## config.mk

```make
export PLATFORM = sky130hd
export DESIGN_NAME = spdif_bmc_tx
export DESIGN_NICKNAME = d
export VERILOG_FILES = /design/src/rtl/spdif_tx_pkg.sv /design/src/rtl/spdif_word_fifo.sv /design/src/rtl/spdif_bmc_coder.sv /design/src/rtl/spdif_subframe_seq.sv /design/src/rtl/spdif_bmc_tx.sv
export SDC_FILE = /design/constraint.sdc
export NUM_CORES = 1
export LEC_CHECK = 0
export ABC_AREA = 1
export ABC_CLOCK_PERIOD_IN_PS = 2400
export BUFFER_PORTS_ARGS = -buffer_cell sky130_fd_sc_hd__buf_2
export CORE_AREA = 2 2 125 127
export DETAILED_ROUTE_END_ITERATION = 10
export DIE_AREA = 0 0 127 129
export PLACE_DENSITY_LB_ADDON = 0.12
export SETUP_SLACK_MARGIN = 0.15
export SLEW_MARGIN = 20
export SYNTH_ARGS = -nofsm -noshare
export SYNTH_HDL_FRONTEND = slang
export SYNTH_SLANG_ARGS = --single-unit
```

## constraint.sdc

```tcl
create_clock -name clk -period 2.4 [get_ports clk]
set_clock_uncertainty 0.2 [all_clocks]
set_input_delay 0.24 -clock clk [delete_from_list [all_inputs] [get_ports clk]]
set_output_delay 0.24 -clock clk [all_outputs]
set_load 0.02 [all_outputs]
```

## src/rtl/spdif_tx_pkg.sv

```systemverilog
package spdif_tx_pkg;

    localparam int PAYLOAD_W  = 27;
    localparam int CELL_COUNT = PAYLOAD_W + 1;
    localparam int PRE_HALVES = 8;
    localparam int SUB_HALVES = PRE_HALVES + 2 * CELL_COUNT;

    typedef enum logic [1:0] {
        SYNC_BLOCK = 2'd0,
        SYNC_CHA   = 2'd1,
        SYNC_CHB   = 2'd2
    } sync_kind_e;

    // One half-bit request to the line coder
    typedef struct packed {
        logic is_sync;
        logic sync_level;
        logic cell_bit;
        logic late_half;
    } half_sym_t;

    // Preamble as sent after a low line level, leftmost half-bit first
    function automatic logic [7:0] sync_pattern(input sync_kind_e kind);
        logic [7:0] pat;
        case (kind)
            SYNC_BLOCK: pat = 8'b1110_1000;
            SYNC_CHB:   pat = 8'b1110_0100;
            default:    pat = 8'b1110_0010;
        endcase
        return pat;
    endfunction

endpackage

```

## src/rtl/spdif_word_fifo.sv

```systemverilog
module spdif_word_fifo #(
    parameter int DEPTH = 4,
    parameter int WORD_W = 27
) (
    input  logic              clk,
    input  logic              rst_n,
    input  logic [WORD_W-1:0] wr_word,
    input  logic              wr_valid,
    output logic              wr_ready,
    input  logic              rd_pop,
    output logic [WORD_W-1:0] rd_word,
    output logic              rd_empty
);

    localparam int PTR_W = (DEPTH > 1) ? $clog2(DEPTH) : 1;
    localparam int CNT_W = $clog2(DEPTH + 1);
    localparam logic [CNT_W-1:0] FULL_CNT = CNT_W'(DEPTH);
    localparam logic [PTR_W-1:0] LAST_PTR = PTR_W'(DEPTH - 1);

    typedef struct packed {
        logic [DEPTH-1:0][WORD_W-1:0] mem;
        logic [PTR_W-1:0]             wr;
        logic [PTR_W-1:0]             rd;
        logic [CNT_W-1:0]             cnt;
    } fifo_st_t;

    fifo_st_t st_d, st_q;
    logic     push;

    always_comb begin
        st_d = st_q;
        push = wr_valid && (st_q.cnt != FULL_CNT);
        if (push) begin
            st_d.mem[st_q.wr] = wr_word;
            st_d.wr = (st_q.wr == LAST_PTR) ? '0 : st_q.wr + 1'b1;
        end
        if (rd_pop) begin
            st_d.rd = (st_q.rd == LAST_PTR) ? '0 : st_q.rd + 1'b1;
        end
        case ({push, rd_pop})
            2'b10:   st_d.cnt = st_q.cnt + 1'b1;
            2'b01:   st_d.cnt = st_q.cnt - 1'b1;
            default: st_d.cnt = st_q.cnt;
        endcase
    end

    always_ff @(posedge clk) begin
        if (!rst_n) begin
            st_q <= '0;
        end else begin
            st_q <= st_d;
        end
    end

    assign wr_ready = (st_q.cnt != FULL_CNT);
    assign rd_empty = (st_q.cnt == '0);
    assign rd_word  = st_q.mem[st_q.rd];

    // the sequencer never takes a word from an empty queue
    a_r7_no_pop_when_empty: assert property (@(posedge clk) disable iff (!rst_n)
        rd_pop |-> !rd_empty);

endmodule

```

## src/rtl/spdif_bmc_coder.sv

```systemverilog
module spdif_bmc_coder #(
    parameter logic LINE_INIT = 1'b0
) (
    input  logic                    clk,
    input  logic                    rst_n,
    input  logic                    step,
    input  spdif_tx_pkg::half_sym_t sym,
    output logic                    line
);

    logic line_d, line_q;

    always_comb begin
        line_d = line_q;
        if (step) begin
            if (sym.is_sync) begin
                line_d = sym.sync_level;
            end else if (!sym.late_half) begin
                line_d = ~line_q;
            end else if (sym.cell_bit) begin
                line_d = ~line_q;
            end
        end
    end

    always_ff @(posedge clk) begin
        if (!rst_n) begin
            line_q <= LINE_INIT;
        end else begin
            line_q <= line_d;
        end
    end

    assign line = line_q;

    // the line only moves on a half-bit enable
    a_r9_line_holds_between_enables: assert property (@(posedge clk) disable iff (!rst_n)
        !step |=> $stable(line_q));

endmodule

```

## src/rtl/spdif_subframe_seq.sv

```systemverilog
module spdif_subframe_seq #(
    parameter int   FRAMES_PER_BLOCK = 192,
    parameter logic LINE_INIT = 1'b0
) (
    input  logic                                 clk,
    input  logic                                 rst_n,
    input  logic                                 half_en,
    input  logic                                 q_empty,
    input  logic [spdif_tx_pkg::PAYLOAD_W-1:0]   q_word,
    input  logic                                 clr_flag,
    input  logic                                 line_now,
    output logic                                 q_pop,
    output spdif_tx_pkg::half_sym_t              sym,
    output logic                                 flag_underrun
);

    import spdif_tx_pkg::*;

    localparam int SLOT_W  = $clog2(SUB_HALVES);
    localparam int FRAME_W = (FRAMES_PER_BLOCK > 1) ? $clog2(FRAMES_PER_BLOCK) : 1;
    localparam logic [SLOT_W-1:0]  LAST_SLOT  = SLOT_W'(SUB_HALVES - 1);
    localparam logic [SLOT_W-1:0]  SYNC_END   = SLOT_W'(PRE_HALVES);
    localparam logic [FRAME_W-1:0] LAST_FRAME = FRAME_W'(FRAMES_PER_BLOCK - 1);

    typedef struct packed {
        logic [SLOT_W-1:0]     slot;
        logic                  chan_b;
        logic [FRAME_W-1:0]    frame;
        sync_kind_e            kind;
        logic                  pol;
        logic [CELL_COUNT-1:0] cells;
        logic                  urun;
    } seq_st_t;

    seq_st_t    st_d, st_q;
    logic       at_start;
    sync_kind_e kind_now;
    logic       pol_now;
    logic [7:0] pat;
    logic [2:0] sync_idx;

    always_comb begin
        st_d     = st_q;
        q_pop    = 1'b0;
        at_start = (st_q.slot == '0);

        if (!at_start) begin
            kind_now = st_q.kind;
        end else if (st_q.chan_b) begin
            kind_now = SYNC_CHB;
        end else if (st_q.frame == '0) begin
            kind_now = SYNC_BLOCK;
        end else begin
            kind_now = SYNC_CHA;
        end
        pol_now  = at_start ? line_now : st_q.pol;
        pat      = sync_pattern(kind_now);
        sync_idx = st_q.slot[2:0];

        sym.is_sync    = (st_q.slot < SYNC_END);
        sym.sync_level = pat[3'd7 - sync_idx] ^ pol_now;
        sym.cell_bit   = st_q.cells[0];
        sym.late_half  = st_q.slot[0];

        // clear first, so a fresh underrun in the same cycle wins
        st_d.urun = st_q.urun & ~clr_flag;

        if (half_en) begin
            if (at_start) begin
                st_d.kind = kind_now;
                st_d.pol  = pol_now;
                if (!q_empty) begin
                    q_pop      = 1'b1;
                    st_d.cells = {^q_word, q_word};
                end else begin
                    st_d.cells = '0;
                    st_d.urun  = 1'b1;
                end
            end else if (!sym.is_sync && sym.late_half) begin
                st_d.cells = {1'b0, st_q.cells[CELL_COUNT-1:1]};
            end

            if (st_q.slot == LAST_SLOT) begin
                st_d.slot   = '0;
                st_d.chan_b = ~st_q.chan_b;
                if (st_q.chan_b) begin
                    st_d.frame = (st_q.frame == LAST_FRAME) ? '0 : st_q.frame + 1'b1;
                end
            end else begin
                st_d.slot = st_q.slot + 1'b1;
            end
        end
    end

    always_ff @(posedge clk) begin
        if (!rst_n) begin
            st_q      <= '0;
            st_q.kind <= SYNC_BLOCK;
            st_q.pol  <= LINE_INIT;
        end else begin
            st_q <= st_d;
        end
    end

    assign flag_underrun = st_q.urun;

    // every preamble opens with a level change on the line
    a_r3_sync_opens_with_edge: assert property (@(posedge clk) disable iff (!rst_n)
        (half_en && st_q.slot == '0) |=> (line_now != $past(line_now)));

    // parity brings the line back to the level seen before the preamble
    a_r5_level_restored: assert property (@(posedge clk) disable iff (!rst_n)
        (half_en && st_q.slot == LAST_SLOT) |=> (line_now == st_q.pol));

    // frame position stays inside the block
    a_r6_frame_in_range: assert property (@(posedge clk) disable iff (!rst_n)
        st_q.frame <= LAST_FRAME);

    // an empty queue at a subframe start raises the flag
    a_r8_flag_on_empty: assert property (@(posedge clk) disable iff (!rst_n)
        (half_en && st_q.slot == '0 && q_empty) |=> st_q.urun);

    // the flag is sticky until cleared
    a_r8_flag_sticky: assert property (@(posedge clk) disable iff (!rst_n)
        (st_q.urun && !clr_flag) |=> st_q.urun);

endmodule

```

## src/rtl/spdif_bmc_tx.sv

```systemverilog
module spdif_bmc_tx #(
    parameter int   FIFO_DEPTH       = 4,
    parameter int   FRAMES_PER_BLOCK = 192,
    parameter logic LINE_INIT        = 1'b0
) (
    input  logic        clk,
    input  logic        rst_n,
    input  logic        half_en,
    input  logic [26:0] in_word,
    input  logic        in_valid,
    output logic        in_ready,
    input  logic        clr_underrun,
    output logic        sdo,
    output logic        underrun
);

    import spdif_tx_pkg::*;

    logic                 q_pop;
    logic                 q_empty;
    logic [PAYLOAD_W-1:0] q_word;
    half_sym_t            sym;
    logic                 line;

    spdif_word_fifo #(
        .DEPTH  (FIFO_DEPTH),
        .WORD_W (PAYLOAD_W)
    ) u_fifo (
        .clk      (clk),
        .rst_n    (rst_n),
        .wr_word  (in_word),
        .wr_valid (in_valid),
        .wr_ready (in_ready),
        .rd_pop   (q_pop),
        .rd_word  (q_word),
        .rd_empty (q_empty)
    );

    spdif_subframe_seq #(
        .FRAMES_PER_BLOCK (FRAMES_PER_BLOCK),
        .LINE_INIT        (LINE_INIT)
    ) u_seq (
        .clk           (clk),
        .rst_n         (rst_n),
        .half_en       (half_en),
        .q_empty       (q_empty),
        .q_word        (q_word),
        .clr_flag      (clr_underrun),
        .line_now      (line),
        .q_pop         (q_pop),
        .sym           (sym),
        .flag_underrun (underrun)
    );

    spdif_bmc_coder #(
        .LINE_INIT (LINE_INIT)
    ) u_coder (
        .clk   (clk),
        .rst_n (rst_n),
        .step  (half_en),
        .sym   (sym),
        .line  (line)
    );

    assign sdo = line;

endmodule

```

==> metrics, run 1 <==
DR pass1 iterations 6; Clock Sink Count 163; most frequent cells after synthesis 424 x nand2_1, 163 x dfxtp_1, 162 x nand3_1; Post-route DRC 0; RSZ-0062 raised after global routing true; nets 1345; grt peak-use layer met2; Core Rows 45; Initial Util 0.551; Vert. Die Dim 129 um; ANT nets after route 0; critical path endpoint category flip-flop; IO Pins 35; met3 Usage GRT 0.0416; DPL Wire Length around 14000 um; Post-Syn Nets 1268; global-route wire length before repair between 30000 and 40000 um; Num CTS Buffers 17; VDD IR max around 0.55 mV; Power, Total 8.02 mW; Period minus WS final roughly 2300 ps; worst hold path class input port to flip-flop; RePlAce Congestion between 0.8 and 0.9; Seq cells post-synth around 160; H-tree Lvls 4; Hold Startpoint rst_n; Synth warnings 0; outcome completed; Finish-stage setup viols 0; CP Cell Sequence inv_2 -> ha_4 -> nand2_4 -> nor2_4 -> inv_4 -> nor2_4 -> inv_2 -> nor2_4 -> ha_4 -> inv_4 -> fa_2 -> a21oi_2 -> o21ai_2 -> o21ai_1 -> a21oi_1; IO buf count 34; Max Cap Viol 0; Seq/Total Area, Yosys 0.396; Max Clk Rate between 0.4 and 0.5 GHz; dominant synthesized flop cell dfxtp_1; GR Layer Usage met2 0.460; Cells after Synth ~1.2k; Startpoint Class flip-flop; Post-synth ARST share 0; Die X 127 um; Critical Path Fanout Max 4; critical path's slowest cell fa_2; share of layout cells above drive strength 1 0.192; filler-free cell count of the finished design 1503; Longest Clk Path Bufs 2; Iter 0 DRT Violations 810; Crit Path Category flip-flop to flip-flop; Final period util 0.971; Post-Route WL about 24000 um; core area 0.0150 mm2; largest net degree at the start of global routing 57; Yosys top cell by area dfxtp_1; initial antenna violation count 0; gr ovfl total 0; P&R area growth vs syn 23.6%; Final Hold Viols 0; share of the synthesized area in the top cell type 0.396; WP data arrival 2440 ps; grt met1 use 0.374; Slew Viols, Final 0; gr usage total 0.278; dominant cell by count in the synthesized netlist nand2_1; Area contributors post-synth dfxtp_1 40%, nand2_1 19%, nand3_1 9.8%, a21oi_1 9.0%, o21ai_0 3.6%; Root Buffer clkbuf_16; vias in the first global route 7356; Worst path max stage delay 380 ps; power density over cell area roughly 800 mW/mm2; Vias 8431; Unique masters post-synth 42; ANT cells 0; synthesized area 0.00825 mm2; die area 0.0164 mm2; WP data required 2510 ps; number of synthesized flops with an enable pin 0; Syn Area/Cell approximately 6.7 um2; Setup crit start u_seq.st_q[42]$_SDFFE_PN0P_; CP dominant cell by count nor2_4; clk_lat worst skew 430 ps; via/cell ratio 5.61; Max transition margin 0.590; TritonCTS clock tree yes; Routed WL per cell ~16 um; cell total after placement 1415; worst r2r src u_seq.st_q[42]$_SDFFE_PN0P_; worst-margin pin slew 614 ps; final hold slack ~65 ps; Static Leak 4.30 nW; clock-pin slew on the worst setup and hold paths ~60 ps
area by class of cell:
type | instances | area [um2]
clock buffer | 21 | 460
clock inverter | 11 | 81.3
fill | 1320 | 4780
inverter | 79 | 319
multi-input combinational | 906 | 4550
sequential | 163 | 3270
tap | 188 | 235
timing repair buffer | 132 | 1240
timing repair inverter | 3 | 33.8
registers in the layout, indices dropped and copies added, names as in the netlist:
name / flops
u_seq.st_q: 44
u_seq.flag_underrun: 1
u_fifo.st_q: 115
u_seq.sym: 2
u_coder.line: 1
metal layers:
metal,wire [um],vias up
li1,-,4184
met1,10300,3896
met2,11600,308
met3,1620,43
met4,437,0
met5,0,-
kinds of logic after synthesis:
group                      count (synthesis)  synth area share
and+or+nand+nor                          643             0.333
AOI/OAI and AO/OA                        245             0.160
DFF                                      163             0.396
buffers and inverters                    156            0.0863
adders and majority gates                 11            0.0176
xor gates and xnor gates                   5           0.00531
muxes                                      2           0.00243
path summary, 6_finish.rpt:
| kind | slack [ps] | cells after the start | end |
|---|---|---|---|
| min reg2reg | 260 | 2 | u_fifo.st_q[61]$_SDFFE_PN0P_ |
| max reg2reg | 70 | 15 | u_fifo.st_q[2]$_SDFFE_PN0P_ |
| max | 70 | 15 | u_fifo.st_q[2]$_SDFFE_PN0P_ |
| min | 60 | 3 | u_seq.st_q[42]$_SDFFE_PN0P_ |
layout by cell type, fill, tap and decap left out, types with 18 or more instances in the layout:
cell type / instances
nand2_1: 375
dfxtp_1: 158
nand3_1: 157
a21oi_1: 146
inv_1: 56
o21ai_0: 56
nand2_2: 54
buf_4: 44
buf_2: 34
dlygate4sd3_1: 29
clkbuf_16: 23
nor2_1: 19
inv_2: 18
per-stage QoR:
| step | setup TNS, ps | setup WS (ps) | area [um2] | utilization |
|---|---|---|---|---|
| floorplan | 0 | 9.96 | 8290 | - |
| global placement | 0 | 140 | 8710 | 0.582 |
| detailed placement | 0 | 95.6 | 8710 | 0.582 |
| CTS | 0 | 97.4 | 9560 | 0.638 |
| global route | -67.6 | -67.6 | 10200 | 0.681 |
| finish | 0 | 70.1 | 10200 | 0.681 |
what timing repair did:
action                     in CTS  in global routing
setup buffers                   1                 15
resized for setup               1                 97
hold endpoints to repair      111                  0
setup endpoints to repair       1                 11
cloned                          0                 11
pin swaps                       0                 33
hold buffers                   29                  0
report_power, final:
| part | internal, mW | switching, mW |
|---|---|---|
| Clock | 1.38 | 1.13 |
| Combinational | 0.954 | 1.57 |
| Sequential | 2.88 | 0.109 |
| Total | 5.22 | 2.80 |
critical path: cells and delay by family (launching register included):
family	cells	cell delay, ps
flip-flops	1	340
adder cells (fa/ha/maj)	3	670
AO/OA/AOI/OAI	4	420
AND/OR/NAND/NOR	4	360
buffers and inverters	4	220
No activity file was read; power rests on OpenSTA's default activity.
==> run 2: changes to the inputs <==
Settings changed: CORE_AREA 2 2 125 127 to 2 2 126 128, DIE_AREA 0 0 127 129 to 0 0 128 130.
==> metrics, run 2 (synthesis results as in run 1) <==
Core Rows 46 (was 45); Vias 8184 (was 8431); Longest Clk Path Bufs 2 (unchanged); critical path endpoint category flip-flop (unchanged); Iter 0 DRT Violations 750 (was 810); worst hold path class input port to flip-flop (unchanged); Sw Pwr 2.69 mW (was 2.80 mW); Final period util 0.937 (was 0.971); VDD IR max 0.771 mV (was 0.546 mV); gr ovfl total 0 (unchanged); Finish-stage setup viols 0 (unchanged); Biggest register u_fifo.st_q (unchanged); DR pass1 iterations 6 (unchanged); RePlAce Congestion 0.833 (was 0.812); commonest cells after routing, fill and taps aside 417 x nand2_1, 162 x nand3_1, 159 x dfxtp_1, 147 x a21oi_1, 60 x inv_1 (was 375 x nand2_1, 158 x dfxtp_1, 157 x nand3_1, 146 x a21oi_1); vias in the first global route 7359 (was 7356); WP data arrival 2360 ps (was 2440 ps); power share of the sequential group 0.373 (about the same); TritonCTS clock tree yes (unchanged); Initial Util 0.535 (was 0.551); total negative setup slack 0 ps (unchanged); Die X 128 um (was 127 um); combinational share of power 0.261 (was 0.314); Max Cap Viol 0 (unchanged); Post-Route WL 22900 um (was 23900 um); Crit Path Category flip-flop to flip-flop (unchanged); clock share of power 0.366 (was 0.313); outcome completed (unchanged); WP data required 2520 ps (was 2510 ps); IO Pins 35 (unchanged); Slew Viols, Final 0 (unchanged); Final Hold Viols 0 (unchanged); via/cell ratio 5.49 (was 5.61); Max Clk Rate 0.445 GHz (was 0.429 GHz); H-tree Lvls 4 (unchanged); die area 0.0166 mm2 (was 0.0164 mm2); power density over cell area 816 mW/mm2 (was 786 mW/mm2); Vert. Die Dim 130 um (was 129 um); largest net degree at the start of global routing 64 (was 57); Static Leak 4.22 nW (was 4.30 nW); initial antenna violation count 0 (unchanged); P&R area growth vs syn 19.0% (was 23.6%); most common cell after layout, fill and taps aside nand2_1 (unchanged); nets 1330 (was 1345); clock-pin slew on the worst setup and hold paths 70 ps (was 60 ps); Routed WL per cell 15.3 um (was 15.9 um); Startpoint Class flip-flop (unchanged); Switching Share 0.336 (was 0.349); Clock Sink Count 163 (unchanged); RSZ-0062 raised after global routing true (unchanged); Root Buffer clkbuf_16 (unchanged); DPL Wire Length 14200 um (was 13900 um); Num CTS Buffers 17 (unchanged); P_int 5.32 mW (was 5.22 mW); ANT nets after route 0 (unchanged); gr usage total 0.277 (was 0.278); share of layout cells above drive strength 1 0.139 (was 0.192); worst-margin pin slew 500 ps (was 614 ps); Critical Path Fanout Max 2 (was 4); number of flip-flops in the largest register 115 (unchanged); IO buf count 34 (unchanged); Period minus WS final 2250 ps (was 2330 ps); Power, Total 8.01 mW (was 8.02 mW); Post-route DRC 0 (unchanged); Max transition margin 0.664 (was 0.590); ANT cells 0 (unchanged); core area 0.0154 mm2 (was 0.0150 mm2); clk_lat worst skew 430 ps (about the same); global-route wire length before repair 36600 um (was 36400 um)
## run 2: power groups by stage
stage	logic [mW]	clock network (mW)	registers [mW]
floorplan	1.43	0	3.02
global placement	1.94	0	3.04
detailed placement	1.98	0	3.04
CTS	2.03	2.98	2.98
global route	2.33	3.09	3.00
finish	2.09	2.93	2.98
## run 2: metrics by stage
| stage | utilization | setup WS (ps) | std cells | hold WS [ps] | instance area (um2) |
|---|---|---|---|---|---|
| floorplan | - | 9.96 | 1225 | 203 | 8290 |
| global placement | 0.567 | 145 | 1420 | 242 | 8740 |
| detailed placement | 0.567 | 120 | 1420 | 242 | 8740 |
| CTS | 0.628 | 133 | 1483 | 6.88 | 9680 |
| global route | 0.636 | 38.9 | 1492 | 45.3 | 9820 |
| finish | 0.636 | 152 | 1492 | 17.8 | 9820 |
## run 2: area by class of cell
class,instances,area [um2]
inverters,79,314
clock buffers,18,439
multi-input cells,906,4340
well taps,192,240
repair inverters,1,8.76
flip-flops and latches,163,3270
fillers,1414,5610
repair buffers,119,1000
clock inverters,14,193
## run 2: worst paths after layout
check	from	end	cells after the start	slack (ps)
setup / recovery	u_seq.sym[0]$_SDFFE_PN0P_	u_fifo.st_q[2]$_SDFFE_PN0P_	15	150
hold / removal	half_en	u_seq.st_q[42]$_SDFFE_PN0P_	3	20
setup reg to reg	u_seq.sym[0]$_SDFFE_PN0P_	u_fifo.st_q[2]$_SDFFE_PN0P_	15	150
hold reg to reg	u_fifo.st_q[62]$_SDFFE_PN0P_	u_fifo.st_q[62]$_SDFFE_PN0P_	2	250
## run 2: routing by layer
layer	vias to the layer above	routed length, um	GRT usage
met5	-	0	0
li1	4149	-	-
met2	204	11000	0.455
met4	0	261	0.0698
met1	3811	10400	0.377
met3	20	1250	0.0541
## run 2: critical path, stage by stage, from the launching register on
cell and delay [ps]:
dfxtp_4 350, inv_4 60, ha_4 120, nand2_2 60, nor2_4 120, inv_4 50
nor2_4 90, inv_2 60, nor2_4 110, ha_2 180, inv_2 40, fa_2 340
a21oi_2 120, o21ai_1 80, o21ai_1 120, a21oi_1 50
## run 2: what timing repair did
item / CTS / global route
buffers inserted: 0 / 7
endpoints found under the setup margin: 1 / 17
resized for setup: 1 / 13
cloned: 0 / 2
endpoints found under the hold margin: 112 / 0
pin swaps: 2 / 6
hold buffers: 31 / 0
==> run 3: changes to the inputs <==
Settings changed: MAX_ROUTING_LAYER set to met4, RECOVER_POWER set to 50.
==> metrics, run 3 (synthesis results as in run 1) <==
worst r2r src u_seq.sym[0]$_SDFFE_PN0P_ (unchanged); Critical Path Fanout Max 2 (unchanged); grt met1 use 0.378 (was 0.377); TritonCTS clock tree yes (unchanged); clock-pin slew on the worst setup and hold paths 70 ps (about the same); Num CTS Buffers 17 (unchanged); most common cell after layout, fill and taps aside nand2_1 (unchanged); ANT cells 0 (unchanged); FF-to-FF End u_fifo.st_q[2]$_SDFFE_PN0P_ (unchanged); WP data required 2520 ps (about the same); largest net degree at the start of global routing 64 (unchanged); Final Hold Viols 1 (was 0); Iter 0 DRT Violations 774 (was 750); clk_lat worst skew 430 ps (about the same); commonest cells after routing, fill and taps aside 417 x nand2_1, 162 x nand3_1, 159 x dfxtp_1, 148 x a21oi_1, 61 x inv_1 (was 417 x nand2_1, 162 x nand3_1, 159 x dfxtp_1, 147 x a21oi_1, 60 x inv_1); Startpoint Class flip-flop (unchanged); H-tree Lvls 4 (unchanged); Static Leak 4.18 nW (was 4.22 nW); gr ovfl total 0 (unchanged); IO buf count 34 (unchanged); Period minus WS final 2250 ps (about the same); Levels on crit path 15 (unchanged); Switching Share 0.336 (about the same); post-layout util 0.633 (was 0.636); share of layout cells above drive strength 1 0.132 (was 0.139); power density over cell area 819 mW/mm2 (was 816 mW/mm2); WP data arrival 2360 ps (about the same); Worst R2R Setup Slack 150 ps (about the same); power share of the sequential group 0.373 (about the same); Power, Total 7.99 mW (was 8.01 mW); GR Layer Usage met2 0.454 (was 0.455); Initial Util 0.535 (unchanged); DPL Wire Length 14200 um (unchanged); P_int 5.30 mW (was 5.32 mW); Vert. Die Dim 130 um (unchanged); CP Cell Sequence inv_4 -> ha_4 -> nand2_2 -> nor2_4 -> inv_4 -> nor2_4 -> inv_2 -> nor2_4 -> ha_2 -> inv_2 -> fa_2 -> a21oi_2 -> o21ai_1 -> o21ai_1 -> a21oi_1 (unchanged); Post-Route WL 22900 um (about the same); critical path's slowest cell dfxtp_4 (unchanged); Root Buffer clkbuf_16 (unchanged); Die X 128 um (unchanged); Worst path max stage delay 350 ps (about the same); Biggest register u_fifo.st_q (unchanged); core area 0.0154 mm2 (unchanged); vias in the first global route 7364 (was 7359); CP delay by family, top adder cells (unchanged); DR pass1 iterations 6 (unchanged); CP dominant cell by count nor2_4 (unchanged); Crit Path Category flip-flop to flip-flop (unchanged); failing checks negative hold slack; Setup crit start u_seq.sym[0]$_SDFFE_PN0P_ (unchanged); initial antenna violation count 0 (unchanged); worst hold path class input port to flip-flop (unchanged); Routed WL per cell 15.4 um (was 15.3 um); Max Clk Rate 0.445 GHz (about the same); cell total after placement 1420 (unchanged); VDD IR max 0.769 mV (was 0.771 mV); Clock Sink Count 163 (unchanged); combinational share of power 0.259 (was 0.261); worst setup path end u_fifo.st_q[2]$_SDFFE_PN0P_ (unchanged); met3 Usage GRT 0.0541 (unchanged); critical path endpoint category flip-flop (unchanged); Final period util 0.936 (was 0.937); ANT nets after route 0 (unchanged); global-route wire length before repair 36600 um (about the same); via/cell ratio 5.51 (was 5.49); RSZ-0062 raised after global routing true (unchanged); total negative setup slack 0 ps (unchanged); final hold slack -15.1 ps (was 17.8 ps); grt peak-use layer met2 (unchanged); Finish-stage setup viols 0 (unchanged); Post-route DRC 0 (unchanged); P&R area growth vs syn 18.3% (was 19.0%); Max Cap Viol 0 (unchanged); RePlAce Congestion 0.845 (was 0.833); filler-free cell count of the finished design 1492 (unchanged); Core Rows 46 (unchanged); nets 1330 (unchanged); FF-to-FF path depth 15 (unchanged); number of flip-flops in the largest register 115 (unchanged); Longest Clk Path Bufs 2 (unchanged); Vias 8225 (was 8184); Slew Viols, Final 0 (unchanged); die area 0.0166 mm2 (unchanged); gr usage total 0.285 (was 0.277); worst-margin pin slew 781 ps (was 500 ps); Max transition margin 0.479 (was 0.664); IO Pins 35 (unchanged); clock share of power 0.367 (was 0.366); Sw Pwr 2.69 mW (about the same); Bufs and invs on worst path 4 (unchanged); outcome finished, violations left (was completed)
==> run 3: cell count changes in the layout (fill, tap and decap cells not counted) <==
cell      change
inv_1         +1
buf_2         -4
a21oi_1       +1
a21oi_2       -1
buf_12        -1
clkbuf_2      +3
buf_6         +1
inv_2         -1
nor2_1        +1
buf_4         -6
nor2_8        -1
clkbuf_1      +7
==> run 3: how the worst min path moves through the flow <==
stage                                 startpoint                              to  cells after the start
global route                             half_en     u_seq.st_q[42]$_SDFFE_PN0P_                      3
CTS                                      half_en     u_seq.st_q[42]$_SDFFE_PN0P_                      3
detailed placement  u_fifo.st_q[61]$_SDFFE_PN0P_    u_fifo.st_q[61]$_SDFFE_PN0P_                      2
floorplan                           clr_underrun  u_seq.flag_underrun$_SDFF_PN0_                      3
global placement    u_fifo.st_q[61]$_SDFFE_PN0P_    u_fifo.st_q[61]$_SDFFE_PN0P_                      2
finish                                   half_en     u_seq.st_q[42]$_SDFFE_PN0P_                      3
==> run 3: metal layers <==
metal,part of all wire,wire (um)
met5,0,0
met2,0.47,10800
met3,0.059,1360
met4,0.014,325
met1,0.45,10400
==> run 3: power by group through the flow <==
stage               Combinational (mW)  Sequential, mW  Clock, mW
floorplan                         1.43            3.02          0
global placement                  1.94            3.04          0
detailed placement                1.98            3.04          0
CTS                               2.03            2.98       2.98
global route                      2.31            3.00       3.09
finish                            2.07            2.98       2.93
==> run 3: repair_timing <==
action,4_1_cts,5_1_grt
hold buffers,31,0
endpoints found under the setup margin,1,17
endpoints found under the hold margin,112,0
setup buffers,0,7
pin swaps,2,6
gates cloned,0,2
gates resized for setup,1,13
==> run 3: through the flow <==
step / setup slack [ps] / area (um2) / hold WS, ps
5_1_grt: 33.8 / 9760 / 11.4
2_1_floorplan: 9.96 / 8290 / 203
3_5_place_dp: 120 / 8740 / 242
4_1_cts: 133 / 9680 / 6.88
6_report: 152 / 9760 / -15.1
3_3_place_gp: 145 / 8740 / 242
==> run 3: final cells by class <==
cell class / count / area [um2]
sequential: 163 / 3270
multi-input combinational: 906 / 4320
fill: 1427 / 5660
timing repair inverter: 1 / 8.76
timing repair buffer: 119 / 971
clock inverter: 14 / 193
inverter: 79 / 314
clock buffer: 18 / 439
tap: 192 / 240
==> run 3: worst register-to-register path, cell delays in order (launching register included) <==
cell,delay [ps]
dfxtp_4,350
inv_4,60
ha_4,120
nand2_2,60
nor2_4,120
inv_4,50
nor2_4,90
inv_2,60
nor2_4,110
ha_2,180
inv_2,40
fa_2,340
a21oi_2,110
o21ai_1,80
o21ai_1,120
a21oi_1,50
